**src/rtl/fuse_prog_pkg.sv**
```systemverilog
package fuse_prog_pkg;

  localparam logic [7:0] PROG_KEY = 8'hBD;

  // Command word layout; field positions are part of the register contract.
  typedef struct packed {
    logic [7:0] key;
    logic [1:0] rsvd_hi;
    logic [1:0] byte_sel;
    logic       rsvd_lo;
    logic [2:0] bit_sel;
  } prog_cmd_t;

endpackage

```
**src/rtl/fuse_cmd_decode.sv**
```systemverilog
module fuse_cmd_decode
  import fuse_prog_pkg::*;
#(
  parameter logic [7:0] KEY       = PROG_KEY,
  parameter int         NUM_BYTES = 1
) (
  input  logic [15:0] wdata_i,
  output logic        key_ok_o,
  output logic        byte_ok_o,
  output logic [2:0]  bit_o
);

  prog_cmd_t cmd;

  always_comb begin
    cmd       = prog_cmd_t'(wdata_i);
    key_ok_o  = (cmd.key == KEY);
    byte_ok_o = (32'(cmd.byte_sel) < NUM_BYTES);
    bit_o     = cmd.bit_sel;
  end

endmodule

```
**src/rtl/fuse_pulse_timer.sv**
```systemverilog
module fuse_pulse_timer #(
  parameter int PULSE_CYCLES = 120000
) (
  input  logic clk,
  input  logic rst,
  input  logic start_i,
  output logic active_o,
  output logic last_o
);

  localparam int CNT_W = (PULSE_CYCLES > 2) ? $clog2(PULSE_CYCLES) : 1;
  localparam logic [CNT_W-1:0] LAST = CNT_W'(PULSE_CYCLES - 1);

  logic [CNT_W-1:0] cnt_q;

  always_ff @(posedge clk) begin
    if (rst) begin
      active_o <= 1'b0;
      cnt_q    <= '0;
    end else if (!active_o) begin
      cnt_q <= '0;
      if (start_i) active_o <= 1'b1;
    end else if (cnt_q == LAST) begin
      active_o <= 1'b0;
    end else begin
      cnt_q <= cnt_q + 1'b1;
    end
  end

  assign last_o = active_o && (cnt_q == LAST);

  // the counter never runs past its terminal value while a pulse is active
  p_cnt_bound_r5: assert property (@(posedge clk) disable iff (rst)
    active_o |-> (cnt_q <= LAST));

endmodule

```
**src/rtl/fuse_shadow.sv**
```systemverilog
module fuse_shadow #(
  parameter int WIDTH = 8
) (
  input  logic             clk,
  input  logic             load_i,
  input  logic [WIDTH-1:0] data_i,
  output logic [WIDTH-1:0] q_o
);

  // Deliberately not reset: contents survive a controller reset.
  always_ff @(posedge clk) begin
    if (load_i) q_o <= data_i;
  end

endmodule

```
**src/rtl/fuse_prog_ctrl.sv**
```systemverilog
module fuse_prog_ctrl
  import fuse_prog_pkg::*;
#(
  parameter int         PULSE_CYCLES = 120000,
  parameter logic [7:0] KEY          = PROG_KEY,
  parameter int         NUM_BYTES    = 1
) (
  input  logic        clk,
  input  logic        rst,
  input  logic        reg_wr_i,
  input  logic [15:0] reg_wdata_i,
  input  logic        reg_rd_i,
  output logic [7:0]  shadow_o,
  output logic        busy_o,
  output logic        done_o,
  output logic        err_o,
  output logic        fuse_pgm_o,
  output logic [2:0]  fuse_bit_o,
  input  logic [7:0]  fuse_byte_i
);

  logic       key_ok, byte_ok, accept, active, last;
  logic [2:0] cmd_bit;

  fuse_cmd_decode #(.KEY(KEY), .NUM_BYTES(NUM_BYTES)) u_dec (
    .wdata_i  (reg_wdata_i),
    .key_ok_o (key_ok),
    .byte_ok_o(byte_ok),
    .bit_o    (cmd_bit)
  );

  assign accept = reg_wr_i && key_ok && byte_ok && !active;

  fuse_pulse_timer #(.PULSE_CYCLES(PULSE_CYCLES)) u_tmr (
    .clk     (clk),
    .rst     (rst),
    .start_i (accept),
    .active_o(active),
    .last_o  (last)
  );

  fuse_shadow #(.WIDTH(8)) u_shd (
    .clk   (clk),
    .load_i(reg_rd_i),
    .data_i(fuse_byte_i),
    .q_o   (shadow_o)
  );

  assign busy_o     = active;
  assign fuse_pgm_o = active;

  always_ff @(posedge clk) begin
    if (rst) begin
      done_o     <= 1'b0;
      err_o      <= 1'b0;
      fuse_bit_o <= '0;
    end else begin
      if (accept)             fuse_bit_o <= cmd_bit;
      if (accept)             done_o <= 1'b0;
      else if (last)          done_o <= 1'b1;
      if (reg_wr_i && active) err_o  <= 1'b1;
    end
  end

  // a rising strobe follows a write carrying the key
  p_key_gate_r1: assert property (@(posedge clk) disable iff (rst)
    $rose(fuse_pgm_o) |-> ($past(reg_wr_i) && ($past(reg_wdata_i[15:8]) == KEY)));

  // a rising strobe follows a write naming an existing byte
  p_byte_gate_r3: assert property (@(posedge clk) disable iff (rst)
    $rose(fuse_pgm_o) |-> (32'($past(reg_wdata_i[5:4])) < NUM_BYTES));

  // bit index holds for the whole strobe
  p_bit_stable_r4: assert property (@(posedge clk) disable iff (rst)
    (fuse_pgm_o && $past(fuse_pgm_o)) |-> $stable(fuse_bit_o));

  // strobe end raises done
  p_done_on_end_r6: assert property (@(posedge clk) disable iff (rst)
    ($fell(busy_o) && !$past(rst)) |-> done_o);

  // read strobe refreshes the shadow on the next edge
  p_shadow_load_r7: assert property (@(posedge clk) disable iff (rst)
    reg_rd_i |=> (shadow_o == $past(fuse_byte_i)));

  // a write during a strobe sets the sticky error
  p_busy_err_r8: assert property (@(posedge clk) disable iff (rst)
    (busy_o && reg_wr_i) |=> err_o);

  // reset leaves all flags low
  p_reset_flags_r10: assert property (@(posedge clk)
    $past(rst) |-> (!busy_o && !done_o && !err_o && !fuse_pgm_o));

endmodule

```
**config.mk**
```make
export PLATFORM = sky130hd
export DESIGN_NAME = fuse_prog_ctrl
export DESIGN_NICKNAME = d
export VERILOG_FILES = /design/src/rtl/fuse_prog_pkg.sv /design/src/rtl/fuse_cmd_decode.sv /design/src/rtl/fuse_pulse_timer.sv /design/src/rtl/fuse_shadow.sv /design/src/rtl/fuse_prog_ctrl.sv
export SDC_FILE = /design/constraint.sdc
export NUM_CORES = 1
export LEC_CHECK = 0
export CAP_MARGIN = 20
export CELL_PAD_IN_SITES_DETAIL_PLACEMENT = 1
export CELL_PAD_IN_SITES_GLOBAL_PLACEMENT = 1
export CORE_MARGIN = 5
export CORE_UTILIZATION = 34
export CTS_BUF_LIST = sky130_fd_sc_hd__clkbuf_4 sky130_fd_sc_hd__clkbuf_8 sky130_fd_sc_hd__clkbuf_16
export DETAILED_ROUTE_END_ITERATION = 8
export HOLD_SLACK_MARGIN = 0.12
export PLACE_DENSITY_LB_ADDON = 0.1
export SYNTH_ARGS = -nofsm -noshare
export SYNTH_HDL_FRONTEND = slang
export SYNTH_SLANG_ARGS = --single-unit
```
**constraint.sdc**
```tcl
create_clock -name clk -period 2.3 [get_ports clk]
set_input_delay 0.23 -clock clk [delete_from_list [all_inputs] [get_ports clk]]
set_output_delay 0.23 -clock clk [all_outputs]
set_load 0.02 [all_outputs]
```
* After elaboration in Yosys (flattened, before gate mapping)
Index checks and enable logic that the tools add are counted.
** Storage, ports and cells
- Logic and storage cells :: 22
- Output and inout bits :: 15
- Flip-flop bits (word level) :: 31
** Cells by class
- $lt $le $gt $ge :: 1
- Equal/unequal tests :: 2
- Mux-type cells :: 3
- Reductions and logical operators :: 8
- Bitwise operators :: 1
- $add $sub $neg :: 1
** Operators by type and width (number)
- $add 17x1->17 const B :: 1
- $eq 17x17->1 const B :: 1
- $eq 8x8->1 const B :: 1
- $logic_and 1x1->1 :: 5
- $reduce_or 2->1 :: 2
- $mux 1 :: 3
- $lt 2x1->1 const B :: 1
- $logic_not 1->1 :: 1
- $not 1->1 :: 1

* Longest topological paths before layout
- Depth after elaboration :: 6
- Mapped depth :: 7
- Depth with buffers taken out :: 5

* By module
From an unflattened synthesis, not the netlist that was laid out.
** Unflattened totals
- Cells, all modules :: 138
- Area, all modules :: 1391.3 um^2
** Modules (own cells, without submodules)
- fuse_pulse_timer :: area an instance 884.6 um^2, times used 1, cells an instance 102
- fuse_shadow :: area an instance 240.2 um^2, times used 1, cells an instance 8
- fuse_prog_ctrl :: area an instance 219.0 um^2, times used 1, cells an instance 21
- fuse_cmd_decode :: area an instance 47.5 um^2, times used 1, cells an instance 7

* Least setup slack after synthesis
No wires, ideal clock.
- Path kind :: register -> register
- From :: register u_tmr.cnt_q[0]
- To :: register u_tmr.cnt_q[16]
- Library setup time :: 0.071 ns
- Data arrival time :: 1.522 ns
- Setup slack :: 0.707 ns
- Cell stages (with the launch flop) :: 7
- Path buffers :: 1
- Cells stage by stage :: dfxtp_1 > ha_1 > and3_1 > buf_2 > nand3_1 > or4_1 > a21oi_1
** Between the ends
- Longest elaborated chain between the ends :: 1
- Elaborated cells between the ends (all ways) :: 2
** RTL lines
- from (decl) :: line fuse_pulse_timer.sv:14 : logic [CNT_W-1:0] cnt_q;
- from (signal assigned) :: line fuse_pulse_timer.sv:26 : cnt_q <= cnt_q + 1'b1;
- $add 17x1->17 or $eq 17x17->1 (tied branches) :: line fuse_pulse_timer.sv:26, fuse_pulse_timer.sv:23
Several ways; a longest one is shown, not always the timed one.
A chain may end at the register's enable or synchronous reset.

* Final worst setup path
- From :: register u_tmr.cnt_q[8]
- To :: register u_tmr.cnt_q[11]
The elaborated chain is that of the path after synthesis.

==> impl_results.md <==
* Fmax at 521 MHz
* Initial antenna violation count at 0
* Slew @ Worst Pin at roughly 0.58 ns
* Grt peak-use layer: met2
* Slew Limit Fails at 0
* Setup Buffers After CTS at 0
* Post-synthesis adder-cell area fraction at 0.896%
* Post-detail-place hpwl at 2.58 mm
* Routability Congestion at about 0.72
* Syn Nets at about 160
* 1st-pass router iterations at 3
* WL final at between 3 and 4 mm
* Tcrit/Tclk final at between 80% and 90%
* Status: finished, final reports clean
* Layout Skew at approximately 0.0023 ns
* Post-synthesis cell type count at 38
* Hold slack at around 0.48 ns
* Post-CTS Hold Buffers at 0
* Post-synth top flop: dfxtp_1
* Overflow after GRT at 0
* Met3 Track Usage GR at about 5.9%
* RSZ-0062 raised after global routing: no
* Die area at about 5500 um^2
* Num CTS Buffers at 5
* Class of the worst hold path: flip-flop to flip-flop
* NumNets Final at 204
* Largest family of logic cells by synthesized area: simple AND/OR/NAND/NOR gates
* Root Driver: clkbuf_8
* Std cell rows at 23
* Core area at approximately 4000 um^2
* Mapped cell area at approximately 1400 um^2
* Max-cap violations at 0
* Worst Reg-to-Reg Cells at 4
* Multiplexer share of the synthesized area at 5.73%
* Grt met1 use at 14.9%
* Commonest cells post-synth: 23 x dfxtp_1, 11 x nand2_1, 9 x nor2_1
* Layout fillers at about 450
* Max Fanout on Critical Path at 12
* WL per Instance at 15.3 um
* Synth warnings at 0
* Max incr delay on CP at between 0.5 and 0.6 ns
* IO Pins at 43
* Simple-gate share of the synthesized area at about a quarter
* Fin. Hold Viols at 0
* Internal at between 0.8 and 0.9 mW
* Starting DRT DRC Count at 36
* PwrDens at 559 nW/um^2
* Post-synth top area share at roughly 33%
* Sequential area share after synthesis at 50.2%
* WP data required at roughly 2.5 ns
* Sum of negative setup slack at 0 ns
* Compound-Gate Fraction of Synth Area at around a tenth
* Most common cell in the synthesized netlist: dfxtp_1
* Routed Antenna Nets at 0
* Synth area leader: dfxtp_1
* Slew margin rel. at around three fifths
* EDFF count, synth at 8
* CTS max path bufs at 2
* Clock group share of total power at 38.2%
* CTS sink count at 31
* Clock Latency Late Sink at approximately 0.28 ns
* Main area contributors after synthesis: dfxtp_1 33%, edfxtp_1 17%, mux2i_1 5.7%, xor2_1 3.1%, nand2_1 3.0%
* Switching power at 0.221 mW
* H-tree levels at 2
* GRT met2 Usage at approximately a quarter
* Via density at around 5
* Peak VDD IR at between 0.0003 and 0.0004 V
* I/O Buffers at 39
* XOR/XNOR Fraction of Synth Area at under 10%
* Async SR Flop Fraction at 0%
* Crit path time final at 1.92 ns
* DR vias at ~1200
* Hold depth at 2
* CTS tree: done
* CP Launch Type: flip-flop
* Global-route wire length before repair at between 5 and 6 mm
* Worst path arrival time at around 2.1 ns
* Worst-path clk slew at about 0.06 ns
* CP Cell Sequence: or4b_4 > nor3_4 > nand2_1 > and3_1
* CP max-delay cell: or4b_4
* CP endpoint kind: flip-flop
* Syn-to-layout area delta at 36.5%
* Ant. Diodes at 0
* Pwr Total at 1.07 mW
* Cells after synthesis at ~130
* Starting Density at 34.9%
* Layout cells sized above 1 at slightly below 10%
* Final setup violation count at 0
* Drc violations at 0
* PostCTS Resize Cnt at 0
* Die X at ~74 um
* Crit Path Class: flip-flop to flip-flop
* Yosys reg bits at 31
* Pin count of the biggest net entering global routing at 13
* DIE HEIGHT at 74.1 um
* Post-Synthesis Mean Instance Area at roughly 10 um^2
* Vias in the first global route at approximately 1300
* Leakage at 0.684 nW
* Sw Share at approximately 21%
* Util after Layout at a little under half
* FF-to-FF setup slack at between 0.3 and 0.4 ns
* Comb power frac at under 10%
* GRT Total Usage at 14.4%
* Flop pwr share at around 54%
-- placed cells by master, fill, tap and decap left out, types with 2 or more instances in the layout --
cell type | synthesis | final
clkdlybuf4s50_1 | 0 | 39
dfxtp_1 | 23 | 23
nand2_1 | 11 | 11
nor2_1 | 9 | 9
mux2i_1 | 8 | 8
edfxtp_1 | 8 | 8
nand3_1 | 7 | 7
nand2b_1 | 6 | 6
a21oi_1 | 6 | 6
and3_1 | 5 | 5
xor2_1 | 5 | 5
clkbuf_8 | 0 | 5
nand4_1 | 4 | 4
nor4bb_1 | 2 | 2
inv_1 | 2 | 2
and4_1 | 2 | 2
o31ai_1 | 2 | 2
or4_1 | 2 | 2
o21ai_0 | 2 | 2
and2_1 | 2 | 2
a211oi_1 | 2 | 2
a31oi_1 | 2 | 2
nor3_2 | 2 | 2
a21bo_2 | 2 | 2
a21oi_2 | 2 | 2
clkinv_1 | 0 | 2
buf_4 | 2 | 2
-- flip-flops by register name, summed over array words and instances, names as in the netlist --
register / count
u_tmr.cnt_q: 17
err_o: 1
u_shd.q_o: 8
fuse_bit_o: 3
u_tmr.active_o: 1
done_o: 1
-- metal layers --
layer | share of wire [%] | wire, um
met2 | 53 | 1810
met4 | 1.8 | 62
met5 | 0 | 0
met3 | 6.6 | 227
met1 | 39 | 1340
-- final cells by class --
cell class	instances	area, um^2	share of cell area (%)
Clock inverter	2	7.51	0.394
Sequential cell	31	701	36.8
Inverter	2	7.51	0.394
Clock buffer	6	76.3	4.01
Multi-Input combinational cell	94	646	33.9
Tap cell	50	62.6	3.28
Timing Repair Buffer	41	405	21.3
-- critical path: cells and delay by family, from the launching register on --
kind	cells	cell delay (ns)
flops	1	0.37
simple gates	4	1.43
-- per-stage QoR --
step | setup slack (ns) | cells | instance area, um^2
after floorplan | 0.707 | 134 | 1400
after CTS | 0.367 | 226 | 1910
final | 0.382 | 226 | 1910
after global placement | 0.435 | 218 | 1820
after global routing | 0.270 | 226 | 1910
after detailed placement | 0.378 | 218 | 1820
-- cells by family (layout without fill, tap and decap cells) --
group / count (synthesis) / after routing
simple gates: 59 / 59
fa+ha+maj: 1 / 1
xor+xnor: 6 / 6
mux: 8 / 8
buf+inv: 9 / 51
compound gates: 20 / 20
flops: 31 / 31
-- power groups by stage --
stage | Combinational (mW) | Sequential, mW | Clock (mW)
CTS | 0.0860 | 0.575 | 0.429
global route | 0.0890 | 0.575 | 0.450
floorplan | 0.00471 | 0.602 | 0
global placement | 0.0840 | 0.586 | 0
detailed placement | 0.0854 | 0.587 | 0
finish | 0.0844 | 0.575 | 0.407
-- worst paths after layout --
path | startpoint | to
setup / recovery | u_tmr.cnt_q[8] | u_tmr.cnt_q[11]
hold / removal | err_o | err_o
setup reg to reg | u_tmr.cnt_q[8] | u_tmr.cnt_q[11]
hold reg to reg | err_o | err_o
Power figures use the tool's default switching activity.
